### src/rtl/qgc_pkg.sv
// Shared constants for the quarter-segment gain curve.
// Assumes the code range is always split into exactly four segments.
package qgc_pkg;
    localparam int QGC_SEGS  = 4;
    localparam int QGC_SEL_W = 2;
endpackage

### src/rtl/qgc_gain_bank.sv
// Staged and active slope registers, plus the per-segment starting offsets.
// Starting offsets are prefix sums of full-segment contributions, kept in
// 1/2^FRAC_W units, and they are latched only on frame_start.
// Assumes a synchronous active-low reset.
module qgc_gain_bank
    import qgc_pkg::*;
#(
    parameter int DATA_W = 10,
    parameter int GAIN_W = 5,
    parameter int FRAC_W = 4
) (
    input  logic                                  clk,
    input  logic                                  rst_n,
    input  logic                                  wr_en,
    input  logic [QGC_SEL_W-1:0]                  wr_sel,
    input  logic [GAIN_W-1:0]                     wr_gain,
    input  logic                                  frame_start,
    output logic [QGC_SEGS-1:0][GAIN_W-1:0]       act_gain,
    output logic [QGC_SEGS-1:0][DATA_W+GAIN_W-1:0] act_base
);
    localparam int OFF_W = DATA_W - QGC_SEL_W;
    localparam int ACC_W = DATA_W + GAIN_W;
    localparam logic [GAIN_W-1:0] UNITY = GAIN_W'((1 << FRAC_W) - 1);

    logic [QGC_SEGS-1:0][GAIN_W-1:0] stg_gain;
    logic [QGC_SEGS-1:0][ACC_W-1:0]  base_nxt;

    assign base_nxt[0] = '0;

    for (genvar k = 0; k < QGC_SEGS; k++) begin : g_seg
        // Staged slope: written by the configuration port at any time.
        always_ff @(posedge clk) begin
            if (!rst_n)
                stg_gain[k] <= UNITY;
            else if (wr_en && (wr_sel == QGC_SEL_W'(k)))
                stg_gain[k] <= wr_gain;
        end

        // Active slope and start offset: replaced only at frame start.
        always_ff @(posedge clk) begin
            if (!rst_n) begin
                act_gain[k] <= UNITY;
                act_base[k] <= ACC_W'(k) << (OFF_W + FRAC_W);
            end else if (frame_start) begin
                act_gain[k] <= stg_gain[k];
                act_base[k] <= base_nxt[k];
            end
        end

        if (k > 0) begin : g_pref
            // Prefix sum: previous start plus a full previous segment.
            assign base_nxt[k] = base_nxt[k-1]
                               + ((ACC_W'(stg_gain[k-1]) + ACC_W'(1)) << OFF_W);
        end
    end
endmodule

### src/rtl/qgc_pipe.sv
// Two-stage datapath. Stage 1 selects the segment and forms
// start + offset * slope in fractional units. Stage 2 drops the fraction,
// clamps, and applies the per-pixel override.
// Assumes the active gains and bases are stable between frame starts.
module qgc_pipe
    import qgc_pkg::*;
#(
    parameter int DATA_W = 10,
    parameter int GAIN_W = 5,
    parameter int FRAC_W = 4
) (
    input  logic                                   clk,
    input  logic                                   rst_n,
    input  logic [QGC_SEGS-1:0][GAIN_W-1:0]        act_gain,
    input  logic [QGC_SEGS-1:0][DATA_W+GAIN_W-1:0] act_base,
    input  logic                                   curve_off,
    input  logic                                   in_valid,
    input  logic [DATA_W-1:0]                      in_code,
    output logic                                   out_valid,
    output logic [DATA_W-1:0]                      out_code
);
    localparam int OFF_W = DATA_W - QGC_SEL_W;
    localparam int ACC_W = DATA_W + GAIN_W;
    localparam int SC_W  = ACC_W - FRAC_W;
    localparam logic [SC_W-1:0] MAXC = SC_W'((1 << DATA_W) - 1);

    logic [QGC_SEL_W-1:0] sel;
    logic [OFF_W-1:0]     off;
    logic [ACC_W-1:0]     prod;
    logic                 s1_vld, s1_byp;
    logic [DATA_W-1:0]    s1_raw;
    logic [ACC_W-1:0]     s1_sum;
    logic [SC_W-1:0]      scaled;
    logic [DATA_W-1:0]    clamped;

    assign sel  = in_code[DATA_W-1 -: QGC_SEL_W];
    assign off  = in_code[OFF_W-1:0];
    assign prod = ACC_W'(off) * (ACC_W'(act_gain[sel]) + ACC_W'(1));

    // Stage 1 qualifier: tracks the input valid every cycle.
    always_ff @(posedge clk) begin
        if (!rst_n) s1_vld <= 1'b0;
        else        s1_vld <= in_valid;
    end

    // Stage 1 data: loaded only with an accepted pixel.
    always_ff @(posedge clk) begin
        if (!rst_n) begin
            s1_byp <= 1'b0;
            s1_raw <= '0;
            s1_sum <= '0;
        end else if (in_valid) begin
            s1_byp <= curve_off;
            s1_raw <= in_code;
            s1_sum <= act_base[sel] + prod;
        end
    end

    assign scaled  = s1_sum[ACC_W-1:FRAC_W];
    assign clamped = (scaled > MAXC) ? '1 : scaled[DATA_W-1:0];

    // Stage 2 qualifier.
    always_ff @(posedge clk) begin
        if (!rst_n) out_valid <= 1'b0;
        else        out_valid <= s1_vld;
    end

    // Stage 2 data: holds its value on idle cycles.
    always_ff @(posedge clk) begin
        if (!rst_n)      out_code <= '0;
        else if (s1_vld) out_code <= s1_byp ? s1_raw : clamped;
    end
endmodule

### src/rtl/quad_gain_curve.sv
// Top level: piecewise global gain over four equal code quarters.
// Slope writes are staged and take effect at frame_start. The pixel path
// has a fixed two-cycle latency, whether or not the override is active.
module quad_gain_curve
    import qgc_pkg::*;
#(
    parameter int DATA_W = 10,
    parameter int GAIN_W = 5,
    parameter int FRAC_W = 4
) (
    input  logic                 clk,
    input  logic                 rst_n,
    input  logic                 cfg_wr_en,
    input  logic [QGC_SEL_W-1:0] cfg_wr_sel,
    input  logic [GAIN_W-1:0]    cfg_wr_gain,
    input  logic                 frame_start,
    input  logic                 curve_off,
    input  logic                 in_valid,
    input  logic [DATA_W-1:0]    in_code,
    output logic                 out_valid,
    output logic [DATA_W-1:0]    out_code
);
    localparam int ACC_W = DATA_W + GAIN_W;

    logic [QGC_SEGS-1:0][GAIN_W-1:0] act_gain;
    logic [QGC_SEGS-1:0][ACC_W-1:0]  act_base;

    qgc_gain_bank #(.DATA_W(DATA_W), .GAIN_W(GAIN_W), .FRAC_W(FRAC_W)) u_bank (
        .clk        (clk),
        .rst_n      (rst_n),
        .wr_en      (cfg_wr_en),
        .wr_sel     (cfg_wr_sel),
        .wr_gain    (cfg_wr_gain),
        .frame_start(frame_start),
        .act_gain   (act_gain),
        .act_base   (act_base)
    );

    qgc_pipe #(.DATA_W(DATA_W), .GAIN_W(GAIN_W), .FRAC_W(FRAC_W)) u_pipe (
        .clk      (clk),
        .rst_n    (rst_n),
        .act_gain (act_gain),
        .act_base (act_base),
        .curve_off(curve_off),
        .in_valid (in_valid),
        .in_code  (in_code),
        .out_valid(out_valid),
        .out_code (out_code)
    );
endmodule

### config.mk
export PLATFORM = sky130hd
export DESIGN_NAME = quad_gain_curve
export DESIGN_NICKNAME = d
export VERILOG_FILES = /design/src/rtl/qgc_pkg.sv /design/src/rtl/qgc_gain_bank.sv /design/src/rtl/qgc_pipe.sv /design/src/rtl/quad_gain_curve.sv
export SDC_FILE = /design/constraint.sdc
export NUM_CORES = 1
export LEC_CHECK = 0
export ABC_CLOCK_PERIOD_IN_PS = 7000
export CAP_MARGIN = 25
export CORE_UTILIZATION = 56
export DETAILED_ROUTE_END_ITERATION = 8
export PLACE_DENSITY = 0.86
export SLEW_MARGIN = 10
export SYNTH_ARGS = -nofsm -noshare
export SYNTH_HDL_FRONTEND = slang
export SYNTH_HIERARCHICAL = 1
export SYNTH_SLANG_ARGS = --single-unit
### constraint.sdc
create_clock -name clk -period 7 [get_ports clk]
set_input_delay 1.4 -clock clk [delete_from_list [all_inputs] [get_ports clk]]
set_output_delay 1.4 -clock clk [all_outputs]
set_load 0.03 [all_outputs]
# Word level (Yosys, flattened, before mapping)
# Index checks and enable logic that the tools add are counted.
# op_classes
order_cmp	2
eq_ne	3
n_addsub	7
n_reduce_logical	5
multipliers	1
muxes	6
# op_table
cell	count
15-bit adder	3
15-bit binary-select mux with 2-bit select	1
5-bit by 1-bit adder with 6-bit output (second input constant)	4
10-bit two-way mux	2
8-bit by 15-bit multiplier with 15-bit output	1
15-bit two-way mux	1
11-bit by 10-bit > comparator with 1-bit output (second input constant)	1
5-bit binary-select mux with 2-bit select	1
5-bit two-way mux	1
2-bit == test (second input constant)	2
1-bit logical AND	4
2-bit by 3-bit < comparator with 1-bit output (second input constant)	1
2-bit by 1-bit == test with 1-bit output (second input constant)	1
2-bit logical NOT	1
# word_totals
input_bits	23
wordCells	41
out_inout_bits	11
regBits	115

# Longest topological paths before layout
# depth
ltp_word	5
depth_mapped	24

# Modules after synthesis
# Netlist, hierarchy kept.
# modules_own_cells
mod	area_each_um2	instances	cells_per_inst
qgc_pipe	3980.1	1	417
qgc_gain_bank	3084.2	1	344

# Worst setup path before layout
# Ideal clock, no wire load.
# synth_timing
kind	input -> register
start	in in_code[8]
end	reg u_pipe.s1_sum[12]
setup_ps	117
arrival_time_ps	6830
path_buffers	3
path_stages	22
path_slack_ps	52
cell_sequence	buf_6 > buf_6 > mux4_2 > ha_1 > nand3_1 > xor2_1 > nand2b_1 > fa_1 > fa_1 > inv_1 > fa_1 > inv_1 > fa_1 > inv_1 > ha_1 > buf_2 > a21o_1 > a21o_1 > o21ai_1 > a311oi_2 > or3_1 > a32o_1
# synth_via
elab_chain_len	5
word_cells_on_any_way	7
classes_between	add/sub: 2; mul: 1; mux: 4
# synth_rtl
item	line	text
start: declaration	quad_gain_curve.sv:19	input logic [DATA_W-1:0] in_code,
5-bit binary-select mux with 2-bit select	qgc_pipe.sv:38	assign prod = ACC_W'(off) * (ACC_W'(act_gain[sel]) + ACC_W'(1));
5-bit two-way mux (implied by the code)	qgc_pipe.sv:38	
5-bit by 1-bit adder with 6-bit output	qgc_pipe.sv:38	
8-bit by 15-bit multiplier with 15-bit output	qgc_pipe.sv:38	
15-bit adder (*)	qgc_pipe.sv:55	s1_sum <= act_base[sel] + prod;
end signal: assignment	qgc_pipe.sv:55	
end: declaration	qgc_pipe.sv:32	logic [ACC_W-1:0] s1_sum;
# Mark *: on every way between the ends. The rest lies on a longest branch, timed or not. The select of a mux whose other input is x is not followed.
# A chain may end at the register's enable or synchronous reset.

# Worst setup path in the final report
# layout_timing
start	in in_code[9]
end	reg u_pipe.s1_sum[12]
# Same word-level chain as after synthesis.

==> impl_metrics.yaml <==
sta:
  finalMaxSlewViolations: 0
  relSlewSlack: 0.303
  setup_viol: 0
  skew_ns: 0.0121
  worstMarginPinSlew_ns: 1.05
  period_share: 0.956
  final_hold_viol_count: 0
  fmax_ghz: 0.149
  rsz0062_at_grt: "no"
  setup-tns-final_ns: 0
  period_needed_ns: 6.69
synthesis:
  synth.most_common_cell: "dfxtp_1"
  ys_types: 72
  synthMuxAreaShare: 0.138
  synth_top_family_by_area: "adder cells"
  synthTopCellsByCount: "dfxtp_1 (94), inv_1 (79), nand2_1 (73), mux2i_1 (54), ha_1 (44)"
  synthArstFlopShare: 0
  synth_simple_gate_area_frac: 0.176
  yosysTopAreaCell: "dfxtp_1"
  ys_seq_area_frac: 0.266
  syn_avg_cell_area_um2: 9.28
  synth_fa_ha_area_frac: 0.183
  ys_seq_elements: 94
  synth_compound_area_frac: 0.111
  synth_ff_type: "dfxtp_1"
  syn_area_mm2: 0.00706
  synth_top_area_frac: 0.266
  synth_xor_area_frac: 0.0236
  yosysWarnings: 6
  synth_cells: 761
  synth.area.top_cells: "dfxtp_1 (27%), fa_1 (10%), ha_1 (7.8%)"
  synth-edff-count: 0
clocking:
  insertion_delay_ns: 0.36
  cts_made_buffers: 9
  cts_htree_levels: 3
  hold_buffers: 0
  clkTransAtPathRegs_ns: 0.07
  clock-sinks: 94
  cts_tree: "yes"
  root_buffer: "clkbuf_16"
  max-clock-path-buffers: 2
worst_setup_path:
  crit_path_max_fanout: 10
  reg2reg_slack_ns: 1.56
  r2r_cells: 19
  cp-endpoint: "u_pipe/s1_sum[12]$_SDFFE_PN0P_"
  cpPeakStageDelay_ns: 0.63
  cp_num_cells: 20
  cp-start-kind: "primary input"
  required_ns: 7.25
  worstSetupStartpoint: "in_code[9]"
  critical_path_class: "primary input to flip-flop"
  path_cells: "clkdlybuf4s50_1 -> buf_4 -> mux4_2 -> nand3_1 -> xor2_1 -> nand2b_1 -> fa_1 -> fa_1 -> inv_1 -> fa_1 -> inv_1 -> fa_1 -> inv_1 -> ha_1 -> a21o_1 -> a21o_1 -> o21ai_1 -> a311oi_2 -> or3_1 -> a32o_1"
  cp-end-kind: "flip-flop"
  r2r-start: "u_bank/act_gain[16]$_SDFFE_PN1P_"
  r2r_end: "u_pipe/s1_sum[12]$_SDFFE_PN0P_"
  crit_family: "adder cells"
  cp_data_arrival_time_ns: 6.94
  critPathMostFrequentCell: "fa_1"
  crit_slowest_cell: "clkdlybuf4s50_1"
  crit_buf_inv: 5
routing:
  antenna_left: 0
  drt_iter0_markers: 318
  firstDrtPassIters: 5
  avgRoutedWirePerCell_um: 16.0
  remaining_drc_errors: 0
  wl_um: 15700
  vias: 5483
  vias_per_cell: 5.59
grt:
  grt_max_degree: 62
  track_usage: 0.258
  grt_pass1_wl_um: 26100
  first_global_vias: 5408
  antenna_found_initial: 0
  overflow: 0
worst_hold_path:
  min_path_type: "flip-flop to flip-flop"
placed_design:
  io_buffer_count: 33
  dp_hpwl_um: 12000
  routabilityCongestion: 0.883
  place_inst: 964
pwr:
  power_density_mw_per_mm2: 220
  power.total_mw: 1.73
  p_leak_nw: 3.69
  ir_drop_v: 0.000239
floorplan:
  rows: 40
  io_pins: 34
  dieArea_mm2: 0.0131
  coreArea_mm2: 0.0122
  die_h_um: 114
  start_util: 0.581
  die_w_um: 114
layout:
  stdcell_count: 980
  fin_util: 0.646
  fin_nets: 911
  antenna-diode-count: 0
  drive_gt1_frac: 0.102
  area_growth_pct: 11.3
outcome:
  status: "finished, final reports clean"
run:
  cap_violations: 0
==> cell type report <==
class,count,area (um^2)
Timing Repair Buffer,63,548
Multi-Input combinational cell,559,4620
Clock inverter,7,77.6
Sequential cell,94,1880
Inverter,80,300
Clock buffer,9,225
Fill cell,956,4300
Tap cell,168,210
==> per-stage QoR <==
stage | instance area (um^2) | worst slack, ns | hold slack (ns)
after detailed placement | 7540 | -0.149 | 0.452
after global routing | 7860 | 0.119 | 0.490
after CTS | 7850 | 0.211 | 0.471
after global placement | 7540 | -0.0372 | 0.440
final | 7860 | 0.310 | 0.467
after floorplan | 7210 | 0.0523 | 0.417
==> sequential cells by signal, indices dropped and copies added (netlist names) <==
register / flops
u_pipe/s1_sum: 11
u_pipe/out_valid: 1
u_bank/act_gain: 20
u_bank/act_base: 20
u_pipe/s1_raw: 10
u_bank/stg_gain: 20
u_pipe/s1_byp: 1
u_pipe/out_code: 10
u_pipe/s1_vld: 1
==> how the worst min path moves through the flow <==
stage / from / endpoint / depth (start not counted)
after floorplan: u_pipe/s1_sum[14]$_SDFFE_PN0P_ / u_pipe/s1_sum[14]$_SDFFE_PN0P_ / 2
after detailed placement: u_bank/stg_gain[19]$_SDFFE_PN0P_ / u_bank/stg_gain[19]$_SDFFE_PN0P_ / 2
final: u_bank/act_base[23]$_SDFFE_PN0P_ / u_bank/act_base[23]$_SDFFE_PN0P_ / 2
after CTS: u_bank/act_base[23]$_SDFFE_PN0P_ / u_bank/act_base[23]$_SDFFE_PN0P_ / 2
after global routing: u_pipe/s1_sum[10]$_SDFFE_PN0P_ / u_pipe/s1_sum[10]$_SDFFE_PN0P_ / 2
after global placement: u_pipe/s1_sum[14]$_SDFFE_PN0P_ / u_pipe/s1_sum[14]$_SDFFE_PN0P_ / 2
==> where the power goes <==
group	leakage [nW]	switching, mW	internal [mW]
clock network	0.144	0.234	0.252
registers	0.770	0.0304	0.579
logic	2.78	0.342	0.293
==> tightest hold or removal path, cell delays in order (launching register included) <==
cell	delay, ns
dfxtp_1	0.31
nand2_1	0.06
a21oi_1	0.06
==> cells in the final DEF, fill, tap and decap left out, drive strengths merged, types with 10 or more instances in the layout <==
| cell | n |
|---|---|
| xnor2 | 12 |
| a21o | 10 |
| fa | 37 |
| nand3 | 22 |
| mux2i | 54 |
| nor2 | 40 |
| a21oi | 15 |
| nand2 | 73 |
| o221ai | 10 |
| inv | 82 |
| nor2b | 33 |
| clkdlybuf4s50 | 30 |
| nand2b | 16 |
| buf | 32 |
| a21boi | 11 |
| and2 | 22 |
| mux4 | 18 |
| o21ai | 11 |
| ha | 44 |
| conb | 40 |
| dfxtp | 94 |
==> repair_timing <==
item                       in CTS  in global routing
gates resized for setup         0                  3
buffers inserted                0                  0
setup endpoints to repair       0                  2
==> metal layers <==
layer / vias to the layer above / track usage / routed length (um) / share of wire
met5: - / 0 / 0 / 0
met4: 0 / 0.111 / 458 / 0.029
met3: 31 / 0.0386 / 743 / 0.047
met2: 162 / 0.456 / 7950 / 0.51
met1: 2663 / 0.313 / 6520 / 0.42
li1: 2627 / - / - / -
==> cells by family after synthesis <==
group | Yosys count
muxes | 74
adders and majority gates | 81
other | 1
xor gates and xnor gates | 19
DFF | 94
and+or+nand+nor | 244
AOI/OAI and AO/OA | 101
buffers and inverters | 147
Note: power is estimated with default switching activity, not from simulation.
